<file path="config.mk">
export PLATFORM = sky130hd
export DESIGN_NAME = dcc_offset_loop
export DESIGN_NICKNAME = d
export VERILOG_FILES = /design/src/rtl/dcc_pkg.sv /design/src/rtl/dcc_popcount.sv /design/src/rtl/dcc_vote.sv /design/src/rtl/dcc_prescaler.sv /design/src/rtl/dcc_code_ctr.sv /design/src/rtl/dcc_offset_loop.sv
export SDC_FILE = /design/constraint.sdc
export NUM_CORES = 1
export LEC_CHECK = 0
export CAP_MARGIN = 20
export CORE_ASPECT_RATIO = 0.8
export CORE_MARGIN = 4
export CORE_UTILIZATION = 30
export CTS_CLUSTER_DIAMETER = 60
export CTS_CLUSTER_SIZE = 14
export DETAILED_ROUTE_END_ITERATION = 10
export PLACE_DENSITY = 0.59
export SYNTH_ARGS = -nofsm -noshare
export SYNTH_HDL_FRONTEND = slang
export SYNTH_SLANG_ARGS = --single-unit
</file>
<file path="constraint.sdc">
create_clock -name clk -period 3.8 [get_ports clk]
set_input_delay 0.38 -clock clk [delete_from_list [all_inputs] [get_ports clk]]
set_output_delay 0.38 -clock clk [all_outputs]
set_load 0.005 [all_outputs]
</file>
<file path="src/rtl/dcc_pkg.sv">
package dcc_pkg;
   localparam int DIR_UP = 0;
   localparam int DIR_DN = 1;
   localparam int N_DIR  = 2;

   function automatic int ones_width(input int w);
      return $clog2(w + 1);
   endfunction
endpackage

</file>
<file path="src/rtl/dcc_popcount.sv">
module dcc_popcount #(
   parameter int W  = 16,
   parameter int CW = dcc_pkg::ones_width(W)
) (
   input  logic [W-1:0]  bits_i,
   output logic [CW-1:0] ones_o
);
   generate
      if (W < 1) begin : g_bad_w
         $error("dcc_popcount: W must be at least 1");
      end
      if (W == 1) begin : g_single
         assign ones_o = CW'(bits_i[0]);
      end else begin : g_sum
         always_comb begin
            ones_o = '0;
            for (int i = 0; i < W; i++) begin
               ones_o = ones_o + CW'(bits_i[i]);
            end
         end
      end
   endgenerate
endmodule

</file>
<file path="src/rtl/dcc_vote.sv">
module dcc_vote #(
   parameter int WORD_W   = 16,
   parameter bit REG_VOTE = 1'b1
) (
   input  logic              clk,
   input  logic              rst_n,
   input  logic              valid_i,
   input  logic [WORD_W-1:0] rise_i,
   input  logic [WORD_W-1:0] fall_i,
   output logic              vote_up_o,
   output logic              vote_dn_o
);
   localparam int CW = dcc_pkg::ones_width(WORD_W);

   logic [CW-1:0] rise_ones, fall_ones;
   logic          up_d, dn_d;

   dcc_popcount #(.W(WORD_W)) u_cnt_rise (.bits_i(rise_i), .ones_o(rise_ones));
   dcc_popcount #(.W(WORD_W)) u_cnt_fall (.bits_i(fall_i), .ones_o(fall_ones));

   assign up_d = valid_i && (fall_ones > rise_ones);
   assign dn_d = valid_i && (rise_ones > fall_ones);

   generate
      if (REG_VOTE) begin : g_reg
         logic up_q, dn_q;
         always_ff @(posedge clk) begin
            if (!rst_n) begin
               up_q <= 1'b0;
               dn_q <= 1'b0;
            end else begin
               up_q <= up_d;
               dn_q <= dn_d;
            end
         end
         assign vote_up_o = up_q;
         assign vote_dn_o = dn_q;
      end else begin : g_comb
         assign vote_up_o = up_d;
         assign vote_dn_o = dn_d;
      end
   endgenerate
endmodule

</file>
<file path="src/rtl/dcc_prescaler.sv">
module dcc_prescaler #(
   parameter int CNT_W = 16
) (
   input  logic clk,
   input  logic rst_n,
   input  logic adv_i,
   output logic tick_o
);
   logic [CNT_W-1:0] cnt;

   generate
      if (CNT_W < 1) begin : g_bad_w
         $error("dcc_prescaler: CNT_W must be at least 1");
      end
   endgenerate

   assign tick_o = adv_i && (cnt == {CNT_W{1'b1}});

   always_ff @(posedge clk) begin
      if (!rst_n) begin
         cnt <= '0;
      end else if (adv_i) begin
         cnt <= cnt + 1'b1;
      end
   end
endmodule

</file>
<file path="src/rtl/dcc_code_ctr.sv">
module dcc_code_ctr #(
   parameter int CODE_W    = 7,
   parameter int N_REQ     = 2,
   parameter int RESET_VAL = 64
) (
   input  logic              clk,
   input  logic              rst_n,
   input  logic [N_REQ-1:0]  up_req_i,
   input  logic [N_REQ-1:0]  dn_req_i,
   output logic [CODE_W-1:0] code_o
);
   localparam logic [CODE_W-1:0] CODE_MAX = {CODE_W{1'b1}};
   localparam logic [CODE_W-1:0] CODE_RST = CODE_W'(RESET_VAL);

   generate
      if (RESET_VAL < 0 || RESET_VAL >= (1 << CODE_W)) begin : g_bad_rst
         $error("dcc_code_ctr: RESET_VAL outside code range");
      end
   endgenerate

   logic up_any, dn_any;
   assign up_any = |up_req_i;
   assign dn_any = |dn_req_i;

   always_ff @(posedge clk) begin
      if (!rst_n) begin
         code_o <= CODE_RST;
      end else if (up_any && !dn_any && (code_o != CODE_MAX)) begin
         code_o <= code_o + 1'b1;
      end else if (dn_any && !up_any && (code_o != '0)) begin
         code_o <= code_o - 1'b1;
      end
   end
endmodule

</file>
<file path="src/rtl/dcc_offset_loop.sv">
module dcc_offset_loop #(
   parameter int WORD_W     = 16,
   parameter int PRESCALE_W = 16,
   parameter int CODE_W     = 7,
   parameter bit REG_VOTE   = 1'b1
) (
   input  logic              clk,
   input  logic              rst_n,
   input  logic              frame_valid_i,
   input  logic [WORD_W-1:0] rise_smp_i,
   input  logic [WORD_W-1:0] fall_smp_i,
   input  logic              ext_inc_i,
   input  logic              ext_dec_i,
   output logic [CODE_W-1:0] code_o
);
   import dcc_pkg::*;

   localparam int CODE_MID = 1 << (CODE_W - 1);

   generate
      if (WORD_W < 2) begin : g_bad_word
         $error("dcc_offset_loop: WORD_W must be at least 2");
      end
      if (CODE_W < 2 || CODE_W > 16) begin : g_bad_code
         $error("dcc_offset_loop: CODE_W must lie in 2..16");
      end
   endgenerate

   logic             vote_up, vote_dn;
   logic [N_DIR-1:0] adv, tick;
   logic             tick_up, tick_dn;

   dcc_vote #(.WORD_W(WORD_W), .REG_VOTE(REG_VOTE)) u_vote (
      .clk       (clk),
      .rst_n     (rst_n),
      .valid_i   (frame_valid_i),
      .rise_i    (rise_smp_i),
      .fall_i    (fall_smp_i),
      .vote_up_o (vote_up),
      .vote_dn_o (vote_dn)
   );

   assign adv[DIR_UP] = vote_up;
   assign adv[DIR_DN] = vote_dn;

   generate
      for (genvar d = 0; d < N_DIR; d++) begin : g_pre
         dcc_prescaler #(.CNT_W(PRESCALE_W)) u_pre (
            .clk    (clk),
            .rst_n  (rst_n),
            .adv_i  (adv[d]),
            .tick_o (tick[d])
         );
      end
   endgenerate

   assign tick_up = tick[DIR_UP];
   assign tick_dn = tick[DIR_DN];

   dcc_code_ctr #(.CODE_W(CODE_W), .N_REQ(2), .RESET_VAL(CODE_MID)) u_code (
      .clk      (clk),
      .rst_n    (rst_n),
      .up_req_i ({ext_inc_i, tick_up}),
      .dn_req_i ({ext_dec_i, tick_dn}),
      .code_o   (code_o)
   );
endmodule

</file>
After elaboration in Yosys (flattened, before gate mapping)
Index checks and enable logic that the tools add are counted.

Flip-flop bits (word level): 41. Output and inout bits: 7. Logic and storage cells: 60.

Add/subtract/negate cells: 34. Order comparisons: 2. Equality and inequality tests: 3. Muxes and demuxes: 2. Reduce and logical (&&, ||, !) cells: 14.

Operator list (count): $add 5x1->5 (22); $add 16x1->16 const B (2); $eq 16x16->1 const B (2); $mux 7 (2); $add 4x1->5 (2); $gt 5x5->1 (2); $add 3x1->4 (2); $logic_and 1x1->1 (8); $add 7x1->7 const B (1); $ne 7x7->1 const B (1); $reduce_bool 7->1 (1); $sub 7x1->7 const B (1); $add 2x1->3 (2); $add 1x1->2 (2); $reduce_or 2->1 (2); $logic_not 1->1 (2); $reduce_bool 2->1 (1).

Depth between registers and ports, before layout
Gate-level depths: netlist (run 1).

Depth after elaboration: 17. Depth in mapped cells: 17.

Hierarchy
A second synthesis (run 1) with hierarchy kept.

Cells, all modules: 356. Area, all modules: 3235.6 µm².

Modules (own cells, without submodules): dcc_prescaler (instances 2, cells each 84, area each 789.5 µm², seq. area each 320.3 µm²); dcc_popcount (instances 2, cells each 47, area each 407.9 µm², seq. area each 0.0 µm²); dcc_code_ctr (instances 1, cells each 72, area each 650.6 µm², seq. area each 140.1 µm²); dcc_vote (instances 1, cells each 22, area each 190.2 µm², seq. area each 40.0 µm²).

Least setup slack after synthesis (run 1)
Ideal clock, no wire load.

Kind: input-to-reg. Start point: input port fall_smp_i[0]. End point: register u_vote.g_reg.dn_q (netlist: u_vote.vote_dn_o). Library setup time: 0.060 ns. Data arrival time: 3.995 ns. Data required time: 3.740 ns. Slack: -0.255 ns. Stages on the path: 15. Cells stage by stage: inv_1 -> fa_1 -> fa_1 -> fa_1 -> fa_1 -> inv_1 -> ha_1 -> fa_1 -> a21oi_1 -> nor2b_1 -> ha_1 -> nand3_1 -> nor2_1 -> a211oi_1 -> and3_1.

Longest elaborated chain between the ends: 17.

RTL lines: start: declaration (RTL line dcc_offset_loop.sv:11) `input logic [WORD_W-1:0] fall_smp_i,`; $add 1x1->2 (RTL line dcc_popcount.sv:18) `ones_o = ones_o + CW'(bits_i[i]);`; $add 2x1->3 (RTL line dcc_popcount.sv:18); $add 3x1->4 (RTL line dcc_popcount.sv:18); $add 4x1->5 (RTL line dcc_popcount.sv:18); $add 5x1->5 (11 in a row) (RTL line dcc_popcount.sv:18); $gt 5x5->1 (RTL line dcc_vote.sv:22) `assign dn_d = valid_i && (rise_ones > fall_ones);`; $logic_and 1x1->1 (RTL line dcc_vote.sv:22); end signal: assignment (RTL line dcc_vote.sv:33) `dn_q <= dn_d;`; end: declaration (RTL line dcc_vote.sv:26) `logic up_q, dn_q;`.

Every way passes these cells. A chain may end at the register's enable or synchronous reset.

Worst setup path after layout (run 1)
Start point: input port rise_smp_i[5]. End point: register u_vote.g_reg.dn_q (netlist: u_vote.vote_dn_o).

Longest elaborated chain between the ends: 13.

RTL lines: start: declaration (RTL line dcc_offset_loop.sv:10) `input logic [WORD_W-1:0] rise_smp_i,`; $add 5x1->5 (11 in a row) (RTL line dcc_popcount.sv:18); $gt 5x5->1 (RTL line dcc_vote.sv:22); $logic_and 1x1->1 (RTL line dcc_vote.sv:22).

Every way passes these cells.

==> qor.yml, run 1 <==
yosys:
  yosysUniqueCellTypes: 41
  synth_area_per_cell_um2: 8.89
  synth-async-reset-ratio: 0
  syn_inst: 323
  synth_edf_count: 0
  synth_area_mm2: 0.00287
  yosysSeqAreaShare: 0.286
  ys.flop_type: "dfxtp_1"
  ys_warn_count: 0
  yosysTopAreaCell: "dfxtp_1"
  synth.most_common_cell: "inv_1"
  ys_seq_elements: 41
  yosys-top-cells-area: "dfxtp_1, fa_1, ha_1, inv_1, xor2_1"
  synth_top_area_frac: 0.286
  ys_top_cells_by_count: "inv_1, dfxtp_1, nor2_1"
  synth_nets: 403
min_path:
  whs_endpoint: "g_pre[0].u_pre.cnt[4]"
  hp-class: "flip-flop to flip-flop"
  whs_path_depth: 2
  min_from: "g_pre[0].u_pre.cnt[4]"
timing:
  worst_slew_pin_slew_ns: 0.548
  fin_skew_ns: 0.00723
  timing.fmax_mhz: 260
  slew_headroom: 0.632
  finalHoldViolCount: 0
  slew_viol_final: 0
  layout_min_cycle_time_ns: 3.85
  fin_ws_ns: -0.0497
  rsz0062_at_grt: "yes"
  setup_viol: 2
  fin_crit_sh: 1.01
drt:
  drtIter0Drc: 87
  via_per_inst: 4.54
  drt-total-wl_um: 5700
  num_vias: 2244
  wl_per_cell_um: 11.5
  drc: 0
  dr.pass1.iters: 4
  detail-route-antenna-nets: 0
cts:
  tritoncts: "done"
  path_clk_slew_ns: 0.05
  root_buffer: "clkbuf_16"
  clk_latency_ns: 0.28
  cts_buffers: 5
  cts.path.max_buffers: 2
  htreeDepth: 2
  clock_sinks: 41
  hold_buffers: 0
floorplan:
  die-area_mm2: 0.0112
  rows: 31
  die_x_um: 117
  die_h_um: 95.5
  io_pins: 44
  core_area_mm2: 0.00919
  start_util: 0.312
setup_path:
  slowest_stage: "fa_2"
  worstSetupStartpointType: "input pin"
  crit_path_end_kind: "flip-flop"
  critPathTopFamily: "adder cells"
  rr_endpoint: "u_code.code_o[6]"
  path_cells: "buf_6, inv_2, fa_1, fa_2, fa_2, fa_1, inv_2, ha_4, fa_2, inv_2, ha_4, a21oi_4, nor2_4, a211oi_2, and3_1"
  crit_fanout: 2
  worstPathArrival_ns: 4.07
  required_ns: 4.02
  reg2reg_depth: 10
  cpPeakStageDelay_ns: 0.56
  reg2reg_slack_ns: 0.33
  crit_buf_inv: 4
  path_class: "input pin to flip-flop"
  reg2reg_from: "u_vote.vote_up_o"
  cp.depth: 15
global_route:
  overflow: 0
  grt_pass1_wl_um: 10000
  grt_start_max_net_pins: 19
  grt_pass1_vias: 2282
  grt_usage: 0.109
  grt_antenna_before_repair: 0
finish:
  multi_input_area_mm2: 0.00194
  drive_above_1_share: 0.206
  diodes: 0
  seqCellArea_um2: 821
  area_growth_syn_to_layout_pct: 29.4
  fillers: 908
  nets: 458
power_and_ir_drop:
  power.total_mw: 2.15
  powerDensity_mw_per_mm2: 579
  ir_worst_vdd_uv: 357
  leakage_nw: 1.62
place:
  dp_slack_ns: -0.783
  dpl.hpwl_um: 4560
  portBuffers: 43
  gp_congestion: 0.792
flow_run:
  cap_viol_max_count: 0
outcome:
  violations: "negative setup slack"
  status: "finished, violations left"
## final cells by class
cell class / count / share of cell area
clock buffers: 8 / 0.0367
repair buffers: 53 / 0.125
well taps: 115 / 0.0387
inverters: 56 / 0.0573
multi-input cells: 221 / 0.521
flip-flops and latches: 41 / 0.221
## per-layer routing
layer  routed length, um  track usage  share of wire
met5                   0            0              0
met1                2700        0.132           0.47
met3                 213       0.0338          0.037
met4                  36       0.0293         0.0063
met2                2750        0.191           0.48
## cells by family (layout without fill, tap and decap cells)
logic type,Yosys count,after routing,synth area share
flops,41,41,0.286
mux,7,7,0.0248
fa+ha+maj,43,43,0.242
buf+inv,61,117,0.0824
xor+xnor,33,33,0.101
simple gates,100,100,0.173
compound gates,38,38,0.0907
## metrics by stage
step / cells / setup TNS, ns / instance area [um2] / hold WS [ns] / utilization
final: 494 / -0.0723 / 3710 / 0.505 / 0.404
after detailed placement: 485 / -1.53 / 3520 / 0.499 / 0.382
after global routing: 494 / -0.270 / 3710 / 0.535 / 0.404
after global placement: 485 / -1.41 / 3520 / 0.486 / 0.382
after floorplan: 323 / -0.177 / 2900 / 0.471 / -
after CTS: 494 / -0.139 / 3650 / 0.510 / 0.397
## how the worst max path moves through the flow
stage               slack (ns)                to      startpoint
floorplan                -0.11  u_vote.vote_dn_o  fall_smp_i[11]
global route             -0.16  u_vote.vote_dn_o   rise_smp_i[5]
CTS                      -0.09  u_vote.vote_dn_o   rise_smp_i[5]
global placement         -0.73  u_vote.vote_dn_o   rise_smp_i[9]
detailed placement       -0.78  u_vote.vote_dn_o   rise_smp_i[9]
finish                   -0.05  u_vote.vote_dn_o   rise_smp_i[5]
## sequential cells by signal, summed over array words and instances, names as in the netlist
| register | flops |
|---|---|
| u_code.code_o | 7 |
| u_vote.vote_up_o | 1 |
| u_vote.vote_dn_o | 1 |
| g_pre.u_pre.cnt | 32 |
## worst min-delay path: stages, from the launching register on
cell	delay, ns
dfxtp_1	0.34
xor2_1	0.07
nor2_1	0.07
## power breakdown
part,leakage (nW),internal [mW],switching (mW)
sequential,0.332,0.454,0.0327
clock,0.0652,0.244,0.160
combinational,1.22,0.667,0.593
total,1.62,1.37,0.786
## layout by cell type (no fill, tap or decap), types with 6 or more instances in the layout
cell and n:
xor2_1 20, inv_2 13, dfxtp_1 41, a21oi_1 10, fa_1 15, nand2_1 18
buf_4 10, ha_1 17, buf_2 9, nor2_1 33, nand3_1 8, nand4_1 10
xnor2_1 13, mux2i_1 6, fa_2 6, inv_1 41, buf_6 8, clkdlybuf4s50_1 25
## timing repair
item | 4_1_cts | 5_1_grt
setup endpoints to repair | 2 | 2
pin swaps | 38 | 15
hold endpoints to repair | 0 | 0
buffers inserted | 1 | 0
resized for setup | 73 | 19
No activity file was read; power rests on OpenSTA's default activity.
==> inputs of run 2 (changes only) <==
CORE_MARGIN = 5   (was 4)
==> qor.yml, run 2 (synthesis gave the netlist of run 1 again) <==
timing:
  setup_viol: 2  # unchanged
  slew_headroom: 0.660  # +0.0278
  fin_crit_sh: 1.02  # +0.0119
  fin_ws_ns: -0.0948  # -0.0451 ns
  slew_viol_final: 0  # unchanged
  fin_skew_ns: 0.00380  # -0.00343 ns
  whs_ns: 0.501  # -0.00364 ns
  fin_setup_tns_ns: -0.123  # -0.0511 ns
  finalHoldViolCount: 0  # unchanged
  layout_min_cycle_time_ns: 3.89  # +0.0451 ns
  worst_slew_pin_slew_ns: 0.508  # -0.0399 ns
  timing.fmax_mhz: 257  # -1.2%
  rsz0062_at_grt: "yes"
finish:
  layout_commonest_cell: "inv_1"
  diodes: 0  # unchanged
  reg_top3: "g_pre.u_pre.cnt x32, u_code.code_o x7"
  area_growth_syn_to_layout_pct: 29.5  # about the same
  postLayoutCoreUtil: 0.392  # -0.0124
  nets: 457  # -0.22%
  layout_common_cells: "inv_1, dfxtp_1, nor2_1, clkdlybuf4s50_1, xor2_1"
  drive_above_1_share: 0.204  # -0.00210
  largest_register_ffs: 32  # unchanged
  fillers: 939  # +3.4%
  layout.cells.non_filler: 497  # +0.61%
  design_area_mm2: 0.00372  # about the same
  regMostFlops: "g_pre.u_pre.cnt"
place:
  dp.cells: 489  # +0.82%
  dp_slack_ns: -0.795  # -0.0121 ns
  dpl.hpwl_um: 4540  # -0.51%
  gp_congestion: 0.743  # -6.1%
  portBuffers: 43  # unchanged
  post_dp_cell_area_mm2: 0.00352  # +0.14%
setup_path:
  path_class: "input pin to flip-flop"
  crit_path_end_kind: "flip-flop"
  crit_fanout: 2  # unchanged
  worstSetupStartpointType: "input pin"
  worstPathArrival_ns: 4.12  # +0.05 ns
  required_ns: 4.03  # about the same
global_route:
  grt_antenna_before_repair: 0  # unchanged
  overflow: 0  # unchanged
  grt_start_max_net_pins: 20  # +1
  grt_pass1_vias: 2317  # +1.5%
  grt_usage: 0.105  # -0.00431
  grt_pass1_wl_um: 10200  # +1.5%
power_and_ir_drop:
  ir_worst_vdd_uv: 361  # +1.1%
  powerDensity_mw_per_mm2: 583  # +0.69%
  leakage_nw: 1.62  # +0.51%
  power.total_mw: 2.17  # +0.76%
cts:
  cts.path.max_buffers: 2  # unchanged
  path_clk_slew_ns: 0.05  # about the same
  clock_sinks: 41  # unchanged
  hold_buffers: 0  # unchanged
  htreeDepth: 2  # unchanged
  tritoncts: "done"
  clk_latency_ns: 0.28  # about the same
  root_buffer: "clkbuf_16"
  cts_buffers: 5  # unchanged
drt:
  detail-route-antenna-nets: 0  # unchanged
  wl_per_cell_um: 11.4  # -1.1%
  num_vias: 2231  # -0.58%
  dr.pass1.iters: 4  # unchanged
  drtIter0Drc: 76  # -13%
  via_per_inst: 4.49  # -1.2%
  drc: 0  # unchanged
  drt-total-wl_um: 5670  # -0.53%
floorplan:
  die-area_mm2: 0.0116  # +3.8%
  rows: 32  # +3.2%
  io_pins: 44  # unchanged
  die_h_um: 97.5  # +2.1%
  start_util: 0.302  # -0.00976
  core_area_mm2: 0.00949  # +3.2%
  die_x_um: 119  # +1.7%
min_path:
  hp-class: "flip-flop to flip-flop"
flow_run:
  cap_viol_max_count: 0  # unchanged
outcome:
  violations: "negative setup slack"
  status: "finished, violations left"
[run 2: cell count changes in the layout (fill, tap and decap cells not counted), moves of 2 or more]
cell,change
clkbuf_8,+2
clkbuf_2,+3
buf_6,-5
clkbuf_1,-3
[run 2: path summary, 6_finish.rpt]
kind / from / end / slack, ns / cells past startpoint
hold reg to reg: g_pre[1].u_pre.cnt[8] / g_pre[1].u_pre.cnt[8] / 0.50 / 2
setup / recovery: rise_smp_i[3] / u_vote.vote_dn_o / -0.09 / 15
setup reg to reg: u_vote.vote_up_o / u_code.code_o[6] / 0.37 / 10
hold / removal: g_pre[1].u_pre.cnt[8] / g_pre[1].u_pre.cnt[8] / 0.50 / 2
[run 2: final cells by class]
class / count / area [um2] / area share
multi-input combinational: 221 / 1950 / 0.523
sequential: 41 / 821 / 0.221
timing repair buffer: 52 / 432 / 0.116
inverter: 56 / 213 / 0.0572
clock buffer: 7 / 153 / 0.0411
tap: 119 / 149 / 0.0401
clock inverter: 1 / 5.00 / 0.00135
[run 2: per-layer routing]
metal | vias to the layer above | part of all wire | GRT usage | routed length, um
met3 | 7 | 0.038 | 0.0326 | 215
met2 | 36 | 0.46 | 0.170 | 2630
met1 | 1030 | 0.48 | 0.136 | 2750
met5 | - | 0 | 0 | 0
met4 | 0 | 0.015 | 0.0273 | 87
li1 | 1158 | - | - | -
[run 2: worst max-delay path, cell delays in order]
cell and delay [ns]:
buf_2 0.08, inv_2 0.03, fa_1 0.50, fa_2 0.55
fa_2 0.44, fa_1 0.51, inv_2 0.05, ha_4 0.16
fa_2 0.53, inv_2 0.05, ha_4 0.24, a21oi_4 0.13
nor2_4 0.06, a211oi_4 0.24, and3_1 0.18
[run 2: what timing repair did]
action                                  in CTS  in global routing
buffers inserted                             0                  0
resized for setup                           70                 14
pin swaps                                   34                 29
endpoints found under the setup margin       2                  2
endpoints found under the hold margin        0                  0
[run 2: report_power, final]
part	switching (mW)	internal, mW
Combinational	0.596	0.646
Clock	0.162	0.278
Sequential	0.0319	0.454
Total	0.789	1.38
